==> src/rtl/pf2_pkg.sv <==
package pf2_pkg;
   // number of instruction words requested per bus cycle
   localparam int unsigned PAIR_WORDS = 2;
   localparam int unsigned SLOT_IW    = $clog2(PAIR_WORDS);

   typedef enum logic [1:0] {
      FS_IDLE = 2'd0,   // waiting for the buffer to drain
      FS_BUS  = 2'd1,   // bus cycle in progress
      FS_HALT = 2'd2    // stopped after a bus error
   } fetch_state_e;
endpackage

==> src/rtl/pf2_bus_master.sv <==
module pf2_bus_master
   import pf2_pkg::*;
#(
   parameter int unsigned ADDR_W = 32,
   parameter int unsigned DATA_W = 32,
   parameter logic [ADDR_W-1:0] RESET_PC = '0
) (
   input  logic                clk,
   input  logic                rst,
   input  logic                flush,
   input  logic [ADDR_W-3:0]   flush_word,
   input  logic                buf_busy,
   output logic                wb_cyc,
   output logic                wb_stb,
   output logic [ADDR_W-3:0]   wb_adr,
   input  logic                wb_stall,
   input  logic                wb_ack,
   input  logic                wb_err,
   input  logic [DATA_W-1:0]   wb_dat,
   output logic                wr_en,
   output logic [SLOT_IW-1:0]  wr_idx,
   output logic [ADDR_W-3:0]   wr_word,
   output logic [DATA_W-1:0]   wr_dat,
   output logic                wr_bad
);
   localparam int unsigned AW = ADDR_W - 2;

   if (PAIR_WORDS != 2) begin : g_bad_pair
      $error("pf2_bus_master: strobe sequencing is built for two words");
   end

   fetch_state_e        state_q;
   logic [AW-1:0]       base_q;
   logic                sent_q;
   logic [SLOT_IW-1:0]  rcvd_q;
   logic                resp;

   assign resp = wb_ack | wb_err;

   always_ff @(posedge clk) begin
      if (rst) begin
         state_q <= FS_IDLE;
         base_q  <= RESET_PC[ADDR_W-1:2];
         wb_cyc  <= 1'b0;
         wb_stb  <= 1'b0;
         wb_adr  <= '0;
         sent_q  <= 1'b0;
         rcvd_q  <= '0;
      end else if (flush) begin
         state_q <= FS_IDLE;
         base_q  <= flush_word;
         wb_cyc  <= 1'b0;
         wb_stb  <= 1'b0;
         sent_q  <= 1'b0;
         rcvd_q  <= '0;
      end else begin
         case (state_q)
            FS_IDLE: begin
               if (!buf_busy) begin
                  wb_cyc  <= 1'b1;
                  wb_stb  <= 1'b1;
                  wb_adr  <= base_q;
                  sent_q  <= 1'b0;
                  rcvd_q  <= '0;
                  state_q <= FS_BUS;
               end
            end
            FS_BUS: begin
               if (wb_stb && !wb_stall) begin
                  if (sent_q) begin
                     wb_stb <= 1'b0;
                  end else begin
                     sent_q <= 1'b1;
                     wb_adr <= wb_adr + AW'(1);
                  end
               end
               if (resp) begin
                  rcvd_q <= rcvd_q + SLOT_IW'(1);
                  if (wb_err) begin
                     wb_cyc  <= 1'b0;
                     wb_stb  <= 1'b0;
                     state_q <= FS_HALT;
                  end else if (rcvd_q == SLOT_IW'(PAIR_WORDS - 1)) begin
                     wb_cyc  <= 1'b0;
                     wb_stb  <= 1'b0;
                     base_q  <= base_q + AW'(PAIR_WORDS);
                     state_q <= FS_IDLE;
                  end
               end
            end
            default: begin
               state_q <= FS_HALT;
            end
         endcase
      end
   end

   // replies are written only while our own cycle is live and not being aborted
   assign wr_en   = (state_q == FS_BUS) && resp && !flush;
   assign wr_idx  = rcvd_q;
   assign wr_word = base_q + AW'(rcvd_q);
   assign wr_dat  = wb_dat;
   assign wr_bad  = wb_err;

   assert_stb_in_cyc_R2: assert property (@(posedge clk) disable iff (rst)
      wb_stb |-> wb_cyc);

   assert_two_strobes_R2: assert property (@(posedge clk) disable iff (rst)
      (wb_stb && !wb_stall && sent_q && !flush) |=> !wb_stb);

   assert_stall_hold_R3: assert property (@(posedge clk) disable iff (rst)
      (wb_stb && wb_stall && !flush && !wb_err) |=> (wb_stb && $stable(wb_adr)));

   assert_no_fetch_while_full_R6: assert property (@(posedge clk) disable iff (rst)
      (state_q == FS_IDLE && buf_busy && !flush) |=> !wb_cyc);

   assert_abort_R7: assert property (@(posedge clk) disable iff (rst)
      flush |=> !wb_cyc);

   assert_halt_after_err_R9: assert property (@(posedge clk) disable iff (rst)
      (state_q == FS_HALT && !flush) |=> !wb_cyc);
endmodule

==> src/rtl/pf2_slot_buf.sv <==
module pf2_slot_buf
   import pf2_pkg::*;
#(
   parameter int unsigned ADDR_W = 32,
   parameter int unsigned DATA_W = 32
) (
   input  logic                clk,
   input  logic                rst,
   input  logic                flush,
   input  logic                wr_en,
   input  logic [SLOT_IW-1:0]  wr_idx,
   input  logic [ADDR_W-3:0]   wr_word,
   input  logic [DATA_W-1:0]   wr_dat,
   input  logic                wr_bad,
   input  logic                out_ready,
   output logic                out_valid,
   output logic [DATA_W-1:0]   out_insn,
   output logic [ADDR_W-1:0]   out_pc,
   output logic                out_bad,
   output logic                busy
);
   localparam int unsigned AW = ADDR_W - 2;

   logic [PAIR_WORDS-1:0] vld;
   logic [PAIR_WORDS-1:0] bad_a;
   logic [DATA_W-1:0]     dat_a  [PAIR_WORDS];
   logic [AW-1:0]         word_a [PAIR_WORDS];
   logic [SLOT_IW-1:0]    rd_q;
   logic                  take;

   assign take = out_valid && out_ready;

   for (genvar i = 0; i < PAIR_WORDS; i++) begin : g_slot
      logic              v_q;
      logic              b_q;
      logic [DATA_W-1:0] d_q;
      logic [AW-1:0]     w_q;

      always_ff @(posedge clk) begin
         if (rst || flush) begin
            v_q <= 1'b0;
         end else if (wr_en && wr_idx == SLOT_IW'(i)) begin
            v_q <= 1'b1;
            d_q <= wr_dat;
            w_q <= wr_word;
            b_q <= wr_bad;
         end else if (take && rd_q == SLOT_IW'(i)) begin
            v_q <= 1'b0;
         end
      end

      assign vld[i]    = v_q;
      assign bad_a[i]  = b_q;
      assign dat_a[i]  = d_q;
      assign word_a[i] = w_q;
   end

   always_ff @(posedge clk) begin
      if (rst || flush) begin
         rd_q <= '0;
      end else if (take) begin
         rd_q <= rd_q + SLOT_IW'(1);
      end
   end

   assign out_valid = vld[rd_q];
   assign out_insn  = dat_a[rd_q];
   assign out_pc    = {word_a[rd_q], 2'b00};
   assign out_bad   = bad_a[rd_q];
   assign busy      = |vld;

   assert_hold_R4: assert property (@(posedge clk) disable iff (rst)
      (out_valid && !out_ready && !flush) |=>
      (out_valid && $stable(out_insn) && $stable(out_pc) && $stable(out_bad)));

   assert_next_pc_R5: assert property (@(posedge clk) disable iff (rst)
      (take && rd_q == '0 && vld[1] && !flush) |=>
      (out_valid && out_pc == $past(out_pc) + ADDR_W'(4)));

   assert_no_overwrite_R6: assert property (@(posedge clk) disable iff (rst)
      wr_en |-> !vld[wr_idx]);

   assert_flush_empties_R8: assert property (@(posedge clk) disable iff (rst)
      flush |=> !busy);
endmodule

==> src/rtl/pf2_dual_fetch.sv <==
module pf2_dual_fetch
   import pf2_pkg::*;
#(
   parameter int unsigned ADDR_W = 32,
   parameter int unsigned DATA_W = 32,
   parameter logic [ADDR_W-1:0] RESET_PC = 'h100
) (
   input  logic              clk,
   input  logic              rst,
   input  logic              i_new_pc,
   input  logic [ADDR_W-1:0] i_pc,
   input  logic              i_ready,
   output logic              o_valid,
   output logic [DATA_W-1:0] o_insn,
   output logic [ADDR_W-1:0] o_pc,
   output logic              o_illegal,
   output logic              o_wb_cyc,
   output logic              o_wb_stb,
   output logic [ADDR_W-3:0] o_wb_adr,
   input  logic              i_wb_stall,
   input  logic              i_wb_ack,
   input  logic              i_wb_err,
   input  logic [DATA_W-1:0] i_wb_data
);
   if (ADDR_W < 4 || ADDR_W > 64) begin : g_bad_aw
      $error("pf2_dual_fetch: ADDR_W must lie in 4..64");
   end
   if (DATA_W < 8) begin : g_bad_dw
      $error("pf2_dual_fetch: DATA_W must be at least 8");
   end
   if (RESET_PC[1:0] != 2'b00) begin : g_bad_rpc
      $error("pf2_dual_fetch: RESET_PC must be word aligned");
   end

   logic                buf_busy;
   logic                wr_en;
   logic [SLOT_IW-1:0]  wr_idx;
   logic [ADDR_W-3:0]   wr_word;
   logic [DATA_W-1:0]   wr_dat;
   logic                wr_bad;
   logic                unused_pc_lo;

   assign unused_pc_lo = ^i_pc[1:0];

   pf2_bus_master #(
      .ADDR_W   (ADDR_W),
      .DATA_W   (DATA_W),
      .RESET_PC (RESET_PC)
   ) u_bus (
      .clk        (clk),
      .rst        (rst),
      .flush      (i_new_pc),
      .flush_word (i_pc[ADDR_W-1:2]),
      .buf_busy   (buf_busy),
      .wb_cyc     (o_wb_cyc),
      .wb_stb     (o_wb_stb),
      .wb_adr     (o_wb_adr),
      .wb_stall   (i_wb_stall),
      .wb_ack     (i_wb_ack),
      .wb_err     (i_wb_err),
      .wb_dat     (i_wb_data),
      .wr_en      (wr_en),
      .wr_idx     (wr_idx),
      .wr_word    (wr_word),
      .wr_dat     (wr_dat),
      .wr_bad     (wr_bad)
   );

   pf2_slot_buf #(
      .ADDR_W (ADDR_W),
      .DATA_W (DATA_W)
   ) u_buf (
      .clk       (clk),
      .rst       (rst),
      .flush     (i_new_pc),
      .wr_en     (wr_en),
      .wr_idx    (wr_idx),
      .wr_word   (wr_word),
      .wr_dat    (wr_dat),
      .wr_bad    (wr_bad),
      .out_ready (i_ready),
      .out_valid (o_valid),
      .out_insn  (o_insn),
      .out_pc    (o_pc),
      .out_bad   (o_illegal),
      .busy      (buf_busy)
   );

   assert_reset_quiet_R1: assert property (@(posedge clk)
      $past(rst) |-> (!o_valid && !o_wb_cyc && !o_wb_stb));

   assert_flush_clears_R7: assert property (@(posedge clk) disable iff (rst)
      i_new_pc |=> (!o_valid && !o_wb_cyc));
endmodule

==> config.mk <==
export PLATFORM = sky130hd
export DESIGN_NAME = pf2_dual_fetch
export DESIGN_NICKNAME = d
export VERILOG_FILES = /design/src/rtl/pf2_pkg.sv /design/src/rtl/pf2_bus_master.sv /design/src/rtl/pf2_slot_buf.sv /design/src/rtl/pf2_dual_fetch.sv
export SDC_FILE = /design/constraint.sdc
export NUM_CORES = 1
export LEC_CHECK = 0
export ABC_AREA = 1
export BUFFER_PORTS_ARGS = -buffer_cell sky130_fd_sc_hd__buf_2
export CAP_MARGIN = 20
export CORE_ASPECT_RATIO = 0.5
export CORE_MARGIN = 2
export CORE_UTILIZATION = 50
export CTS_BUF_LIST = sky130_fd_sc_hd__clkbuf_8 sky130_fd_sc_hd__clkbuf_16
export DETAILED_ROUTE_END_ITERATION = 6
export PLACE_DENSITY_LB_ADDON = 0.05
export SYNTH_ARGS = -nofsm -noshare
export SYNTH_HDL_FRONTEND = slang
export SYNTH_SLANG_ARGS = --single-unit
==> constraint.sdc <==
create_clock -name clk -period 4.6 [get_ports clk]
set_clock_uncertainty 0.1 [all_clocks]
set_input_delay 0.23 -clock clk [delete_from_list [all_inputs] [get_ports clk]]
set_output_delay 0.23 -clock clk [all_outputs]
set_load 0.03 [all_outputs]
==> flow_metrics.env, run 1 <==
export IMPL_peakVddDrop_mv=0.2476
export IMPL_grt_pass1_vias=8153
export IMPL_finalHoldViolCount=0
export IMPL_whs_ns=0.01700
export IMPL_fp_dieH_um=102.6
export IMPL_ant_nets=0
export IMPL_clockBufferDepth=2
export IMPL_dpl_hpwl_um=18120
export IMPL_total_power_mw=3.806
export IMPL_cts_tree="built"
export IMPL_place_congestion=0.9035
export IMPL_critical_path_max_fanout=18
export IMPL_layout_commonest_cell="nand2_1"
export IMPL_criticalPathCategory="register to register"
export IMPL_cts_buffers=17
export IMPL_worstPathCellList="ha_1 > ha_1 > nand3_1 > nor2_1 > inv_1 > nor2_4 > inv_2 > nor2_2 > nand2_1 > xor2_1"
export IMPL_die_w_um=201.1
export IMPL_htree_levels=4
export IMPL_design_die_area_sq_um=20630
export IMPL_clk_pin_slew_ns=0.08
export IMPL_hp_class="input port to register"
export IMPL_drv_cap=0
export IMPL_yosys_warnings=0
export IMPL_insertion_delay_ns=0.44
export IMPL_endpoint_kind="register"
export IMPL_grt_max_degree=67
export IMPL_vias_per_cell=5.181
export IMPL_syn_area_sq_um=9717
export IMPL_cp_start_kind="register"
export IMPL_period_share_pct=60.43
export IMPL_path_common_cell="ha_1"
export IMPL_setup_violations=0
export IMPL_cp_arrival_ns=2.85
export IMPL_overflow=0
export IMPL_ys_types=39
export IMPL_final_cell_mix="nand2_1 (467), buf_2 (164), edfxtp_1 (126)"
export IMPL_met2_usage_pct=41.95
export IMPL_top_usage_layer="met2"
export IMPL_grt_pass1_wl_um=41790
export IMPL_rsz0062_at_grt="false"
export IMPL_setup_tns_ns=0
export IMPL_grt_use_total_pct=26.36
export IMPL_row_count=35
export IMPL_postSynthCellCount=1216
export IMPL_p_leak_nw=4.576
export IMPL_place_ws_ns=1.662
export IMPL_first_iter_violations=734
export IMPL_io_pins=169
export IMPL_crit_required_ns=4.67
export IMPL_drc=0
export IMPL_p_per_area_nw_per_um2=323.9
export IMPL_max_clock_freq_ghz=0.3597
export IMPL_fillerInstances=1683
export IMPL_drive_gt1_share_pct=16.64
export IMPL_start_util_pct=51.96
export IMPL_placed_area_sq_um=10710
export IMPL_core_sq_um=18700
export IMPL_use_met1_pct=37.25
export IMPL_drt_pass1_iterations=5
export IMPL_root_buffer="clkbuf_16"
export IMPL_synth_seq_cells=195
export IMPL_synth_seq_area_share_pct=53.15
export IMPL_status="finished, final reports clean"
export IMPL_slew_headroom_pct=40.83
export IMPL_stdcell_area_sq_um=11750
export IMPL_avgSynthCellArea_sq_um=7.991
export IMPL_tightest_slew_ns=0.8876
export IMPL_min_period_ns=2.780
export IMPL_final_nets=1480
export IMPL_antenna_found_initial=0
export IMPL_grt_use_met3_pct=5.373
export IMPL_area_growth_pct=20.92
export IMPL_post_cts_resized=0
export IMPL_vias=8688
export IMPL_slowest_stage="ha_1"
export IMPL_worst_slack_ns=1.820
export IMPL_antenna_cells=0
export IMPL_clock_sinks=195
export IMPL_slew_violations=0
export IMPL_wl_per_cell_um=15.69
export IMPL_critPathMaxStageDelay_ns=0.65
export IMPL_drt_total_wl_um=26310
export IMPL_io_buffer_count=164
export IMPL_postCtsSetupBuffers=0
[power by group]
part | switching (mW) | leakage [nW] | total (mW) | internal (mW)
Clock | 0.706 | 0.287 | 1.47 | 0.766
Sequential | 0.0561 | 1.69 | 1.96 | 1.91
Combinational | 0.240 | 2.59 | 0.370 | 0.131
Total | 1.00 | 4.58 | 3.81 | 2.80
[worst max-delay path: cells and delay by family (launching register included)]
family	cells	cell delay (ns)
and+or+nand+nor	5	0.69
xor gates and xnor gates	1	0.15
buffers and inverters	2	0.17
adders and majority gates	2	0.96
DFF	1	0.45
[cells in the mapped netlist]
cell type | n | area (sq um)
clkbuf_2 | 1 | 5.000
xor2_1 | 30 | 262.8
nand4_1 | 7 | 43.79
nor2_4 | 5 | 56.30
xnor2_1 | 4 | 35.03
dfxtp_1 | 69 | 1381
nand2_1 | 467 | 1753
o21a_1 | 3 | 22.52
buf_4 | 6 | 45.04
nor3_1 | 5 | 25.02
o21bai_1 | 1 | 7.510
and2_1 | 1 | 6.260
nor2_8 | 1 | 20.02
nand2_4 | 1 | 11.26
nor2_1 | 112 | 420.4
nor4_1 | 1 | 6.260
buf_1 | 5 | 18.77
inv_1 | 89 | 334.1
o221ai_1 | 1 | 8.760
inv_2 | 5 | 18.77
ha_1 | 4 | 50.05
a21oi_1 | 75 | 375.4
a31oi_1 | 10 | 62.56
nand3_1 | 70 | 350.3
nand3b_1 | 3 | 22.52
o21ai_1 | 10 | 50.05
edfxtp_1 | 126 | 3784
nand2_2 | 5 | 31.28
nand3_2 | 2 | 20.02
a21oi_4 | 1 | 16.27
or2_2 | 2 | 12.51
or2_1 | 1 | 6.260
nor2_2 | 10 | 62.56
buf_6 | 1 | 11.26
o21ai_0 | 43 | 215.2
o22ai_1 | 4 | 25.02
clkbuf_1 | 27 | 101.4
conb_1 | 1 | 3.750
buf_2 | 7 | 35.03
[flip-flops by register name, summed over array words and instances (netlist names)]
signal,cells
u_bus.state_q,2
u_bus.wr_idx,1
u_bus.wb_cyc,1
u_bus.base_q,30
u_buf.rd_q,1
u_buf.g_slot.w_q,60
u_bus.wb_stb,1
u_bus.sent_q,1
u_buf.g_slot.b_q,2
u_buf.g_slot.v_q,2
u_buf.g_slot.d_q,64
u_bus.wb_adr,30
[through the flow]
step,instances,utilization [%]
global route,1677,62.84
floorplan,1217,-
CTS,1677,62.84
global placement,1599,57.28
detailed placement,1599,57.28
finish,1677,62.84
[metal layers]
metal	up-vias	share of wire, %
met1	4001	48
met3	35	7.4
met2	329	43
li1	4323	-
met4	0	1.7
met5	-	0
[worst paths after layout]
| check | start | to | slack (ns) | cells past startpoint |
|---|---|---|---|---|
| max | u_bus.wr_idx | u_buf.g_slot[0].w_q[22] | 1.82 | 10 |
| max reg2reg | u_bus.wr_idx | u_buf.g_slot[0].w_q[22] | 1.82 | 10 |
| min | i_pc[17] | u_bus.base_q[15] | 0.02 | 5 |
| min reg2reg | u_bus.wb_cyc | u_bus.wb_cyc | 0.36 | 2 |
[layout make-up]
| type | count | area [sq um] | area share (%) |
|---|---|---|---|
| timing repair buffer | 216 | 1326 | 11.29 |
| inverter | 94 | 352.8 | 3.003 |
| clock buffer | 17 | 425.4 | 3.620 |
| multi-input combinational | 881 | 4001 | 34.05 |
| sequential | 195 | 5166 | 43.97 |
| clock inverter | 15 | 153.9 | 1.310 |
| tap | 259 | 324.1 | 2.758 |
[repair_timing]
item / CTS / global route
endpoints found under the hold margin: 79 / 0
hold buffers: 46 / 0
setup endpoints to repair: 0 / 0
[cells by family after synthesis]
group | share of synthesized area (%)
XOR/XNOR | 3.065
AO/OA/AOI/OAI | 8.061
flip-flops | 53.15
other | 0.03859
adder cells (fa/ha/maj) | 0.5151
AND/OR/NAND/NOR | 29.31
buffers and inverters | 5.859
No activity file was read; power rests on OpenSTA's default activity.
==> run 2, diff against run 1 <==
==> constraint.sdc (replaced) <==
create_clock -name clk -period 2.8 [get_ports clk]
set_clock_uncertainty 0.1 [all_clocks]
set_input_delay 0.14 -clock clk [delete_from_list [all_inputs] [get_ports clk]]
set_output_delay 0.14 -clock clk [all_outputs]
set_load 0.03 [all_outputs]
==> run 2 against run 1 <==
  * Power rose by 63%
  * Highest routed layer unchanged
  * Via count rose by 1.2%
  * Largest power group unchanged
  * Largest cell class unchanged
  * Critical path type unchanged
  * Utilization rose by 1.2 points
==> flow_metrics.env, run 2 (synthesis results as in run 1) <==
export IMPL_cts_buffers=17
export IMPL_slew_headroom_pct=49.81
export IMPL_min_period_ns=2.296
export IMPL_top_regs="u_buf.g_slot.d_q x64, u_buf.g_slot.w_q x60"
export IMPL_htree_levels=4
export IMPL_overflow=0
export IMPL_peakVddDrop_mv=0.4114
export IMPL_p_per_area_nw_per_um2=517.2
export IMPL_final_nets=1505
export IMPL_slew_violations=0
export IMPL_cp_start_kind="register"
export IMPL_grt_max_degree=67
export IMPL_worst_slack_ns=0.5038
export IMPL_insertion_delay_ns=0.44
export IMPL_fp_dieH_um=102.6
export IMPL_final_cell_mix="nand2_1 (467), buf_2 (164), edfxtp_1 (126)"
export IMPL_hp_class="input port to register"
export IMPL_drt_total_wl_um=26760
export IMPL_drive_gt1_share_pct=16.77
export IMPL_cp_arrival_ns=2.36
export IMPL_regArea_sq_um=5166
export IMPL_wl_per_cell_um=15.72
export IMPL_criticalPathCategory="register to register"
export IMPL_clockBufferDepth=2
export IMPL_multiInputGateArea_sq_um=4001
export IMPL_antenna_cells=0
export IMPL_max_clock_freq_ghz=0.4355
export IMPL_grt_pass1_wl_um=41970
export IMPL_root_buffer="clkbuf_16"
export IMPL_cts_tree="built"
export IMPL_whs_ns=0.02481
export IMPL_die_w_um=201.1
export IMPL_crit_required_ns=2.87
export IMPL_dpl_cell_count=1606
export IMPL_setup_violations=0
export IMPL_drv_cap=0
export IMPL_row_count=35
export IMPL_dpl_hpwl_um=18600
export IMPL_ant_nets=0
export IMPL_postCtsSetupBuffers=0
export IMPL_start_util_pct=51.96
export IMPL_vias_per_cell=5.163
export IMPL_place_ws_ns=0.5152
export IMPL_critical_path_max_fanout=5
export IMPL_io_pins=169
export IMPL_core_sq_um=18700
export IMPL_total_power_mw=6.193
export IMPL_clk_pin_slew_ns=0.07
export IMPL_placed_area_sq_um=10790
export IMPL_holdBufCountCts=64
export IMPL_layout_commonest_cell="nand2_1"
export IMPL_antenna_found_initial=0
export IMPL_endpoint_kind="register"
export IMPL_clock_sinks=195
export IMPL_period_share_pct=82.01
export IMPL_top_register="u_buf.g_slot.d_q"
export IMPL_area_growth_pct=23.23
export IMPL_first_iter_violations=795
export IMPL_post_cts_resized=0
export IMPL_final_cells=1702
export IMPL_finalHoldViolCount=0
export IMPL_p_leak_nw=4.674
export IMPL_grt_pass1_vias=8060
export IMPL_setup_tns_ns=0
export IMPL_drt_pass1_iterations=5
export IMPL_largest_register_ffs=64
export IMPL_stdcell_area_sq_um=11970
export IMPL_place_congestion=0.9201
export IMPL_rsz0062_at_grt="false"
export IMPL_grt_use_total_pct=26.39
export IMPL_fillerInstances=1643
export IMPL_design_die_area_sq_um=20630
export IMPL_tightest_slew_ns=0.7528
export IMPL_drc=0
export IMPL_io_buffer_count=164
export IMPL_status="finished, final reports clean"
export IMPL_vias=8788
export IMPL_fin_util_pct=64.03
## run 2: cell count changes in the layout (fill, tap and decap cells not counted)
cell / delta
buf_12: +2
buf_4: +5
bufinv_16: -1
clkinv_1: +1
clkinv_8: -1
dlygate4sd3_1: +18
inv_6: +1
## run 2: report_power, final
part	leakage (nW)	internal, mW	total [mW]	switching (mW)
Combinational	2.71	0.238	0.638	0.401
Clock	0.272	1.16	2.33	1.17
Sequential	1.69	3.13	3.23	0.0930
## run 2: worst max-delay path, stage by stage (launching register included)
cell	delay, ns
dfxtp_1	0.45
ha_1	0.23
ha_1	0.22
nand3_1	0.16
nor2_1	0.19
inv_1	0.12
nor2_4	0.15
inv_2	0.05
nor2_2	0.12
nand2_1	0.09
xor2_1	0.16
## run 2: path summary, 6_finish.rpt
| check | slack (ns) | end | depth (start not counted) | startpoint |
|---|---|---|---|---|
| worst min-delay path | 0.02 | u_bus.base_q[18] | 5 | i_pc[20] |
| worst min register to register | 0.36 | u_bus.wb_cyc | 2 | u_bus.wb_cyc |
| worst max register to register | 0.50 | u_buf.g_slot[1].w_q[22] | 10 | u_bus.wr_idx |
| worst max-delay path | 0.50 | u_buf.g_slot[1].w_q[22] | 10 | u_bus.wr_idx |
## run 2: metal layers
layer / wire (um) / part of all wire [%] / global-route usage, %
met1: 12770 / 48 / 38.30
met2: 11650 / 44 / 41.44
met3: 1943 / 7.3 / 4.456
met4: 399 / 1.5 / 7.236
met5: 0 / 0 / 0
## run 2: layout make-up
| type | count | share of cell area (%) |
|---|---|---|
| Timing Repair Buffer | 241 | 13.23 |
| Tap cell | 259 | 2.706 |
| Clock inverter | 15 | 1.003 |
| Multi-Input combinational cell | 881 | 33.42 |
| Inverter | 94 | 2.947 |
| Sequential cell | 195 | 43.15 |
| Clock buffer | 17 | 3.553 |
==> run 3, diff against run 2 <==
==> constraint.sdc (replaced) <==
create_clock -name clk -period 2.1 [get_ports clk]
set_clock_uncertainty 0.1 [all_clocks]
set_input_delay 0.105 -clock clk [delete_from_list [all_inputs] [get_ports clk]]
set_output_delay 0.105 -clock clk [all_outputs]
set_load 0.03 [all_outputs]
==> run 3 against run 2 <==
  * Via count rose by 1.9%
  * Power rose by 36%
  * Flip-flop and latch count did not move
  * Worst setup slack lost 0.40 ns
  * Combinational power up 41%
  * Count of clock-buffer cells in the layout is the same
  * Utilization rose by 1.8 points
  * Clock power rose by 39%
  * Cell count rose by 1.4%
  * Register-to-register slack got worse by 0.40 ns
  * Sequential share of layout area decreased by 1.1 points
  * Die area stayed put
==> flow_metrics.env, run 3 (synthesis results as in run 1) <==
export IMPL_status="finished, final reports clean"
export IMPL_p_per_area_nw_per_um2=684.9
export IMPL_grt_use_met3_pct=5.405
export IMPL_drc=0
export IMPL_power_share_clock_pct=38.4
export IMPL_top_register="u_buf.g_slot.d_q"
export IMPL_layout_commonest_cell="nand2_1"
export IMPL_first_iter_violations=782
export IMPL_slew_violations=0
export IMPL_top_regs="u_buf.g_slot.d_q x64, u_buf.g_slot.w_q x60"
export IMPL_cp_start_kind="register"
export IMPL_grt_pass1_vias=8279
export IMPL_slew_headroom_pct=54.35
export IMPL_ff2ff_path_depth=10
export IMPL_critical_path_max_fanout=3
export IMPL_setup_violations=0
export IMPL_met2_usage_pct=43.15
export IMPL_top_usage_layer="met2"
export IMPL_crit_required_ns=2.18
export IMPL_place_congestion=0.9211
export IMPL_slowest_stage="dfxtp_1"
export IMPL_power_switching_mw=2.319
export IMPL_overflow=0
export IMPL_cp_num_buf_inv=2
export IMPL_grt_max_degree=58
export IMPL_vias=8952
export IMPL_dpl_hpwl_um=19570
export IMPL_insertion_delay_ns=0.44
export IMPL_core_sq_um=18700
export IMPL_cts_tree="built"
export IMPL_final_cells=1726
export IMPL_p_comb_share_pct=10.7
export IMPL_clock_sinks=195
export IMPL_io_buffer_count=164
export IMPL_root_buffer="clkbuf_16"
export IMPL_final_nets=1529
export IMPL_htree_levels=4
export IMPL_cp_arrival_ns=2.08
export IMPL_fp_dieH_um=102.6
export IMPL_critPathMaxStageDelay_ns=0.36
export IMPL_largest_register_ffs=64
export IMPL_swShare_pct=27.52
export IMPL_p_seq_share_pct=50.9
export IMPL_tightest_slew_ns=0.6847
export IMPL_drt_total_wl_um=27570
export IMPL_cp_num_cells=10
export IMPL_min_period_ns=2.000
export IMPL_criticalPathCategory="register to register"
export IMPL_path_delay_family="simple AND/OR/NAND/NOR gates"
export IMPL_fin_util_pct=65.81
export IMPL_row_count=35
export IMPL_endpoint="u_buf.g_slot[0].w_q[22]"
export IMPL_ant_nets=0
export IMPL_antenna_found_initial=1
export IMPL_intPower_mw=6.109
export IMPL_antenna_cells=0
export IMPL_period_share_pct=95.22
export IMPL_whs_ns=0.02709
export IMPL_wl_per_cell_um=15.97
export IMPL_vias_per_cell=5.187
export IMPL_startpoint="u_bus.wr_idx"
export IMPL_final_cell_mix="nand2_1 (467), buf_2 (164), edfxtp_1 (126)"
export IMPL_use_met1_pct=38.41
export IMPL_area_growth_pct=26.65
export IMPL_r2r_setup_slack_ns=0.10
export IMPL_p_leak_nw=4.825
export IMPL_reg2reg_from="u_bus.wr_idx"
export IMPL_hp_class="input port to register"
export IMPL_start_util_pct=51.96
export IMPL_grt_use_total_pct=27.06
export IMPL_die_w_um=201.1
export IMPL_drive_gt1_share_pct=19.09
export IMPL_finalHoldViolCount=0
export IMPL_clockBufferDepth=2
export IMPL_postCtsSetupBuffers=0
export IMPL_setup_tns_ns=0
export IMPL_max_clock_freq_ghz=0.5001
export IMPL_peakVddDrop_mv=0.6003
export IMPL_clk_pin_slew_ns=0.07
export IMPL_io_pins=169
export IMPL_design_die_area_sq_um=20630
export IMPL_worstPathCellList="ha_2 > ha_2 > nand3_2 > nor2_2 > inv_1 > nor2_4 > inv_2 > nor2_2 > nand2_1 > xor2_1"
export IMPL_cts_buffers=17
export IMPL_grt_pass1_wl_um=43220
export IMPL_drv_cap=0
export IMPL_endpoint_kind="register"
export IMPL_dpl_cell_count=1630
export IMPL_timing_rr_end="u_buf.g_slot[0].w_q[22]"
export IMPL_fillerInstances=1576
export IMPL_drt_pass1_iterations=5
run 3: final cells by class:
cell class / count / area, sq um / area share (%)
inverters: 94 / 352.8 / 2.867
repair buffers: 265 / 1843 / 14.98
flip-flops and latches: 195 / 5170 / 42.01
multi-input cells: 881 / 4043 / 32.85
clock buffers: 17 / 425.4 / 3.457
well taps: 259 / 324.1 / 2.633
clock inverters: 15 / 148.9 / 1.210
run 3: per-stage QoR:
step	instance area, sq um	setup slack, ns	power (mW)
after CTS	12260	0.0009304	8.459
after global routing	12310	-0.01837	8.720
after global placement	11040	0.1083	5.143
after floorplan	9749	-0.3418	4.855
after detailed placement	11040	0.04456	5.161
final	12310	0.1003	8.429
run 3: routing by layer:
| metal | wire, um | up-vias | share of wire [%] |
|---|---|---|---|
| met5 | 10 | - | 0.036 |
| met4 | 337 | 2 | 1.2 |
| met2 | 12120 | 313 | 44 |
| li1 | - | 4425 | - |
| met1 | 13110 | 4185 | 48 |
| met3 | 1997 | 27 | 7.2 |
run 3: how the worst min path moves through the flow:
stage | from | to | slack (ns) | depth (start not counted)
2_1_floorplan | i_wb_err | u_buf.g_slot[0].b_q | 0.10 | 0
3_3_place_gp | i_wb_data[18] | u_buf.g_slot[0].d_q[18] | 0.19 | 1
3_5_place_dp | i_wb_data[29] | u_buf.g_slot[1].d_q[29] | 0.20 | 1
4_1_cts | i_pc[20] | u_bus.base_q[18] | 0.02 | 5
5_1_grt | i_pc[20] | u_bus.base_q[18] | 0.04 | 5
6_report | i_pc[20] | u_bus.base_q[18] | 0.03 | 5
run 3: repair_timing:
| action | in CTS | in global routing |
|---|---|---|
| setup endpoints to repair | 0 | 33 |
| hold buffers | 64 | 0 |
| endpoints found under the hold margin | 101 | 0 |
| resized for setup | 0 | 15 |
run 3: power groups by stage:
stage | Clock (mW) | Sequential (mW) | Combinational, mW
after floorplan | 0 | 4.41 | 0.440
after global placement | 0 | 4.37 | 0.774
after detailed placement | 0 | 4.37 | 0.790
after CTS | 3.29 | 4.28 | 0.886
after global routing | 3.44 | 4.30 | 0.979
final | 3.24 | 4.29 | 0.899
run 3: worst register-to-register path, cell delays in order (launching register included):
cell and delay (ns):
dfxtp_1 0.36, ha_2 0.20, ha_2 0.21, nand3_2 0.13
nor2_2 0.15, inv_1 0.10, nor2_4 0.13, inv_2 0.04
nor2_2 0.11, nand2_1 0.07, xor2_1 0.16
